`config.mk`:
```
export PLATFORM = sky130hd
export DESIGN_NAME = uart_irq_ident
export DESIGN_NICKNAME = d
export VERILOG_FILES = /design/src/rtl/uart_irq_pkg.sv /design/src/rtl/uart_irq_trig.sv /design/src/rtl/uart_irq_regs.sv /design/src/rtl/uart_irq_prio.sv /design/src/rtl/uart_irq_ident.sv
export SDC_FILE = /design/constraint.sdc
export NUM_CORES = 1
export LEC_CHECK = 0
export BUFFER_PORTS_ARGS = -buffer_cell sky130_fd_sc_hd__buf_2
export CORE_UTILIZATION = 27
export CTS_CLUSTER_SIZE = 12
export DETAILED_ROUTE_END_ITERATION = 10
export GPL_ROUTABILITY_DRIVEN = 0
export PLACE_DENSITY = 0.75
export SKIP_LAST_GASP = 1
export SLEW_MARGIN = 20
export SYNTH_ARGS = -nofsm -noshare
export SYNTH_HDL_FRONTEND = slang
export SYNTH_SLANG_ARGS = --single-unit
```
`constraint.sdc`:
```
create_clock -name clk_i -period 2.05 [get_ports clk_i]
set_input_delay 0.41 -clock clk_i [delete_from_list [all_inputs] [get_ports clk_i]]
set_output_delay 0.41 -clock clk_i [all_outputs]
set_load 0.005 [all_outputs]
```
`src/rtl/uart_irq_pkg.sv`:
```
package uart_irq_pkg;
  typedef enum logic [3:0] {
    IID_MSR  = 4'h0,
    IID_NONE = 4'h1,
    IID_THR  = 4'h2,
    IID_RXD  = 4'h4,
    IID_RLS  = 4'h6,
    IID_CTO  = 4'hC
  } iid_e;

  localparam int unsigned NUM_SRC = 5;

  // enable register bit positions
  localparam int unsigned IE_RXD = 0;
  localparam int unsigned IE_THR = 1;
  localparam int unsigned IE_RLS = 2;
  localparam int unsigned IE_MSR = 3;
endpackage

```
`src/rtl/uart_irq_trig.sv`:
```
module uart_irq_trig #(
  parameter int unsigned CNT_W = 5,
  parameter int unsigned LVL0  = 1,
  parameter int unsigned LVL1  = 4,
  parameter int unsigned LVL2  = 8,
  parameter int unsigned LVL3  = 14
) (
  input  logic [1:0]       sel_i,
  input  logic [CNT_W-1:0] count_i,
  output logic             reached_o
);
  logic [CNT_W-1:0] lvl;

  always_comb begin
    unique case (sel_i)
      2'd0:    lvl = CNT_W'(LVL0);
      2'd1:    lvl = CNT_W'(LVL1);
      2'd2:    lvl = CNT_W'(LVL2);
      default: lvl = CNT_W'(LVL3);
    endcase
  end

  assign reached_o = (count_i >= lvl);
endmodule

```
`src/rtl/uart_irq_regs.sv`:
```
module uart_irq_regs (
  input  logic       clk_i,
  input  logic       rst_ni,
  input  logic       ier_we_i,
  input  logic [7:0] ier_wdata_i,
  input  logic       iir_re_i,
  input  logic       lsr_re_i,
  input  logic       thr_we_i,
  input  logic       thre_i,
  input  logic       thre_set_i,
  input  logic       brk_det_i,
  output logic [3:0] ier_o,
  output logic       thr_pend_o,
  output logic       brk_o
);
  logic thp_set, thp_clr, brk_clr;

  assign thp_set = thre_set_i | (ier_we_i & thre_i);
  assign thp_clr = iir_re_i | thr_we_i;
  assign brk_clr = lsr_re_i & brk_o;

  always_ff @(posedge clk_i or negedge rst_ni) begin
    if (!rst_ni) begin
      ier_o      <= '0;
      thr_pend_o <= 1'b0;
      brk_o      <= 1'b0;
    end else begin
      if (ier_we_i) ier_o <= ier_wdata_i[3:0];
      // set beats clear
      if (thp_set)      thr_pend_o <= 1'b1;
      else if (thp_clr) thr_pend_o <= 1'b0;
      if (brk_det_i)    brk_o <= 1'b1;
      else if (brk_clr) brk_o <= 1'b0;
    end
  end
endmodule

```
`src/rtl/uart_irq_prio.sv`:
```
module uart_irq_prio
  import uart_irq_pkg::*;
(
  input  logic [NUM_SRC-1:0] req_i,  // index 0 = highest
  output logic [3:0]         code_o
);
  localparam logic [3:0] SRC_CODE [NUM_SRC] = '{IID_RLS, IID_CTO, IID_RXD, IID_THR, IID_MSR};

  always_comb begin
    code_o = IID_NONE;
    for (int i = NUM_SRC - 1; i >= 0; i--) begin
      if (req_i[i]) code_o = SRC_CODE[i];
    end
  end
endmodule

```
`src/rtl/uart_irq_ident.sv`:
```
module uart_irq_ident
  import uart_irq_pkg::*;
#(
  parameter int unsigned FIFO_DEPTH = 16,
  parameter int unsigned CNT_W      = $clog2(FIFO_DEPTH + 1),
  parameter int unsigned LVL0       = 1,
  parameter int unsigned LVL1       = 4,
  parameter int unsigned LVL2       = 8,
  parameter int unsigned LVL3       = 14
) (
  input  logic             clk_i,
  input  logic             rst_ni,
  input  logic             ier_we_i,
  input  logic [7:0]       ier_wdata_i,
  input  logic             iir_re_i,
  input  logic             lsr_re_i,
  input  logic             thr_we_i,
  input  logic             thre_i,
  input  logic             thre_set_i,
  input  logic [2:0]       lsr_err_i,
  input  logic             brk_det_i,
  input  logic             data_ready_i,
  input  logic             fifo_en_i,
  input  logic [CNT_W-1:0] rx_count_i,
  input  logic [1:0]       trig_sel_i,
  input  logic             char_to_i,
  input  logic [3:0]       msr_delta_i,
  output logic [3:0]       ier_o,
  output logic             thr_pend_o,
  output logic             brk_o,
  output logic [7:0]       iir_o,
  output logic             irq_o
);
  logic             lvl_ok;
  logic [NUM_SRC-1:0] req;
  logic [3:0]       code;

  uart_irq_regs u_regs (
    .clk_i       (clk_i),
    .rst_ni      (rst_ni),
    .ier_we_i    (ier_we_i),
    .ier_wdata_i (ier_wdata_i),
    .iir_re_i    (iir_re_i),
    .lsr_re_i    (lsr_re_i),
    .thr_we_i    (thr_we_i),
    .thre_i      (thre_i),
    .thre_set_i  (thre_set_i),
    .brk_det_i   (brk_det_i),
    .ier_o       (ier_o),
    .thr_pend_o  (thr_pend_o),
    .brk_o       (brk_o)
  );

  uart_irq_trig #(
    .CNT_W (CNT_W),
    .LVL0  (LVL0),
    .LVL1  (LVL1),
    .LVL2  (LVL2),
    .LVL3  (LVL3)
  ) u_trig (
    .sel_i     (trig_sel_i),
    .count_i   (rx_count_i),
    .reached_o (lvl_ok)
  );

  assign req[0] = ier_o[IE_RLS] & ((|lsr_err_i) | brk_o);
  assign req[1] = char_to_i;
  // blocked receive data falls through to lower sources
  assign req[2] = ier_o[IE_RXD] & data_ready_i & (~fifo_en_i | lvl_ok);
  assign req[3] = ier_o[IE_THR] & thr_pend_o;
  assign req[4] = ier_o[IE_MSR] & (|msr_delta_i);

  uart_irq_prio u_prio (
    .req_i  (req),
    .code_o (code)
  );

  assign iir_o = {{2{fifo_en_i}}, 2'b00, code};
  assign irq_o = ~code[0];
endmodule

```
==> impl_metrics.tcl <==
set metrics [dict create \
    synth.avg_cell_area_um2 9.55 \
    clock_latency_ps 240 \
    finalHoldViolCount 0 \
    root_buffer "clkbuf_4" \
    first_pass_iters 7 \
    die_h_um 43.6 \
    io_buffers 42 \
    critical-path-max-stage-delay_ps 400 \
    die_area_mm2 0.00190 \
    power_frac_comb_pct 33.7 \
    dp_hpwl_um 972 \
    failed_checks "DRC, setup timing" \
    placed_cell_area_um2 679 \
    synth_area_leaders "dfrtp_1 (32%), ha_1 (11%), mux2_2 (9.6%)" \
    area_delta_synth_final_pct 60.7 \
    clkPwrFrac_pct 28.6 \
    grt_overflow 0 \
    synth_top_area_share_pct 32.1 \
    finalSetupViolCount 2 \
    crit_chain "buf_8 > inv_2 > ha_2 > or3b_4 > a311oi_2 > o21ai_2 > or2_1 > buf_2" \
    start_util_pct 30.0 \
    leakage_nw 0.391 \
    peakVddDrop_mv 0.323 \
    via_per_inst 4.84 \
    critPathArrivalTime_ps 1750 \
    mappedNetlistArea_um2 468 \
    hold_slack_ps 355 \
    drtIter0Drc 5 \
    wirelength_um 1160 \
    cts_tree "built" \
    finalClockSkew_ps 0 \
    ios 49 \
    netSwitchingFraction_pct 28.0 \
    cellPowerDensity_mw_per_mm2 489 \
    yosysWarnings 0 \
    cts_buffers 3 \
    clock-sinks 6 \
    ys_seq_elements 6 \
    hold_depth 2 \
    r2r-start "u_regs.thr_pend_o" \
    drt.antenna.violating_nets 0 \
    internal_power_w 0.000265 \
    coreArea_mm2 0.00156 \
    status "finished with violations" \
    multi_input_area_um2 299 \
    post-route-period-util_pct 105 \
    min_to "u_regs.brk_o" \
    switchingPower_w 0.000103 \
    synthCells 49 \
    antenna_found_initial 0 \
    globalRouteTotalUtil_pct 12.8 \
    clkSlewWorstSetupHoldPaths_ps 40 \
    worst-r2r-cell-count 1 \
    criticalPathCategory "in2out" \
    cts_max_path_buffers 2 \
    n_antenna_cell 0 \
    layout_setup_ws_ps -107 \
    register_area_um2 150 \
    slew_violations 0 \
    row_count 14 \
    yosysUniqueCellTypes 24 \
    grt_pass1_vias 511 \
    drc 2 \
    fmax_mhz 464 \
    cp_data_required_time_ps 1640 \
    drv_cap 0 \
    wl_per_cell_um 10.5 \
    endpoint_kind "output port" \
    cp_slowest_cell "or3b_4" \
    rsz0062_at_grt "yes" \
    min_from "brk_det_i" \
    r2r_slack_ps 1210 \
    via_count 532 \
    nets 134 \
    start_kind "primary input" \
    die_x_um 43.6 \
    yosys.area.top_type "dfrtp_1" \
    period_minus_slack_ps 2160 \
    nFillCells 170 \
    htree_levels 1 \
    drive_gt1_share_pct 62.8 \
    stdcell_area_um2 752 \
    ys_seq_area_share_pct 32.1 \
    hold_class "in2reg" \
    grt_max_degree 7 \
    r2r-end "u_regs.thr_pend_o" \
    crit_path_max_fanout 3 \
    power_frac_seq_pct 37.7 \
    grt_pass1_wl_um 1810 \
]
sequential cells by signal, summed over array words and instances (netlist names):
register,flops
u_regs.brk_o,1
u_regs.thr_pend_o,1
u_regs.ier_o,4
Yosys cell counts:
library cell / number
a211oi_1: 1
a21o_1: 1
a21o_2: 1
a221o_1: 1
a311oi_2: 1
a31oi_1: 1
and2_1: 1
buf_4: 4
conb_1: 1
dfrtp_1: 6
ha_1: 4
inv_1: 4
mux2_2: 4
nand2_1: 4
nand2b_1: 1
nand3_1: 2
nor2_1: 4
nor3_1: 1
nor4_1: 1
o21ai_2: 1
o41a_1: 1
o41ai_1: 2
or2_1: 1
or3b_4: 1
layer usage:
layer	GRT usage, %	wire, um	share of wire, %
met2	25.1	640	55
met5	0	0	0
met4	5.63	0	0
met3	3.33	103	8.9
met1	12.1	415	36
power groups by stage:
stage	Clock [W]	Sequential (W)	Combinational (W)
after detailed placement	0	0.000141	0.000113
final	0.000105	0.000139	0.000124
after floorplan	0	0.000141	0.0000542
after CTS	0.000112	0.000139	0.000122
after global placement	0	0.000140	0.000110
after global routing	0.000122	0.000140	0.000139
timing repair:
| item | in CTS | in global routing |
|---|---|---|
| pin swaps | 5 | 0 |
| buffers inserted | 1 | 0 |
| hold endpoints to repair | 6 | 0 |
| endpoints found under the setup margin | 4 | 3 |
| hold buffers | 1 | 0 |
| gates resized for setup | 5 | 2 |
| cloned | 0 | 0 |
how the worst max path moves through the flow:
stage             startpoint    end  slack, ps  cells past startpoint
2_1_floorplan  trig_sel_i[1]  irq_o         50                      6
3_3_place_gp   trig_sel_i[1]  irq_o       -190                      8
3_5_place_dp   trig_sel_i[1]  irq_o       -240                      8
4_1_cts        trig_sel_i[1]  irq_o       -130                      8
5_1_grt        trig_sel_i[1]  irq_o       -180                      8
6_report       trig_sel_i[1]  irq_o       -110                      8
worst max-delay path, delay by kind of cell:
family / cells / cell delay [ps]
compound gates: 2 / 350
fa+ha+maj: 1 / 160
buf+inv: 3 / 220
simple gates: 2 / 610
metrics by stage:
step / setup WS, ps / total power (W) / cells / TNS, ps / utilization [%]
3_3_place_gp: -187 / 0.000250 / 105 / -299 / 43.6
3_5_place_dp: -242 / 0.000254 / 105 / -468 / 43.6
5_1_grt: -177 / 0.000400 / 110 / -376 / 48.2
6_report: -107 / 0.000368 / 110 / -140 / 48.2
2_1_floorplan: 49.0 / 0.000195 / 50 / 0 / -
4_1_cts: -125 / 0.000372 / 110 / -168 / 47.4
logic make-up after synthesis:
family	share of synthesized area, %
and+or+nand+nor	17.4
DFF	32.1
other	0.801
muxes	9.62
AOI/OAI and AO/OA	19.8
buffers and inverters	9.62
adders and majority gates	10.7
cell usage in the layout, fill, tap and decap left out, types with 2 or more instances in the layout:
cell / synthesis / layout
buf_2: 0 / 41
dfrtp_1: 6 / 6
nand2_1: 4 / 4
nor2_1: 4 / 4
mux2_2: 4 / 4
inv_1: 4 / 3
ha_1: 4 / 3
clkbuf_4: 0 / 3
nand3_1: 2 / 2
o41ai_1: 2 / 2
conb_1: 1 / 2
buf_4: 4 / 2
cell type report:
cell class / count / area share, %
Inverter: 4 / 2.00
Tap cell: 16 / 2.66
Clock buffer: 3 / 3.00
Multi-Input combinational cell: 36 / 39.8
Timing Repair Buffer: 45 / 32.6
Sequential cell: 6 / 20.0
(Power assumes the default switching activity.)
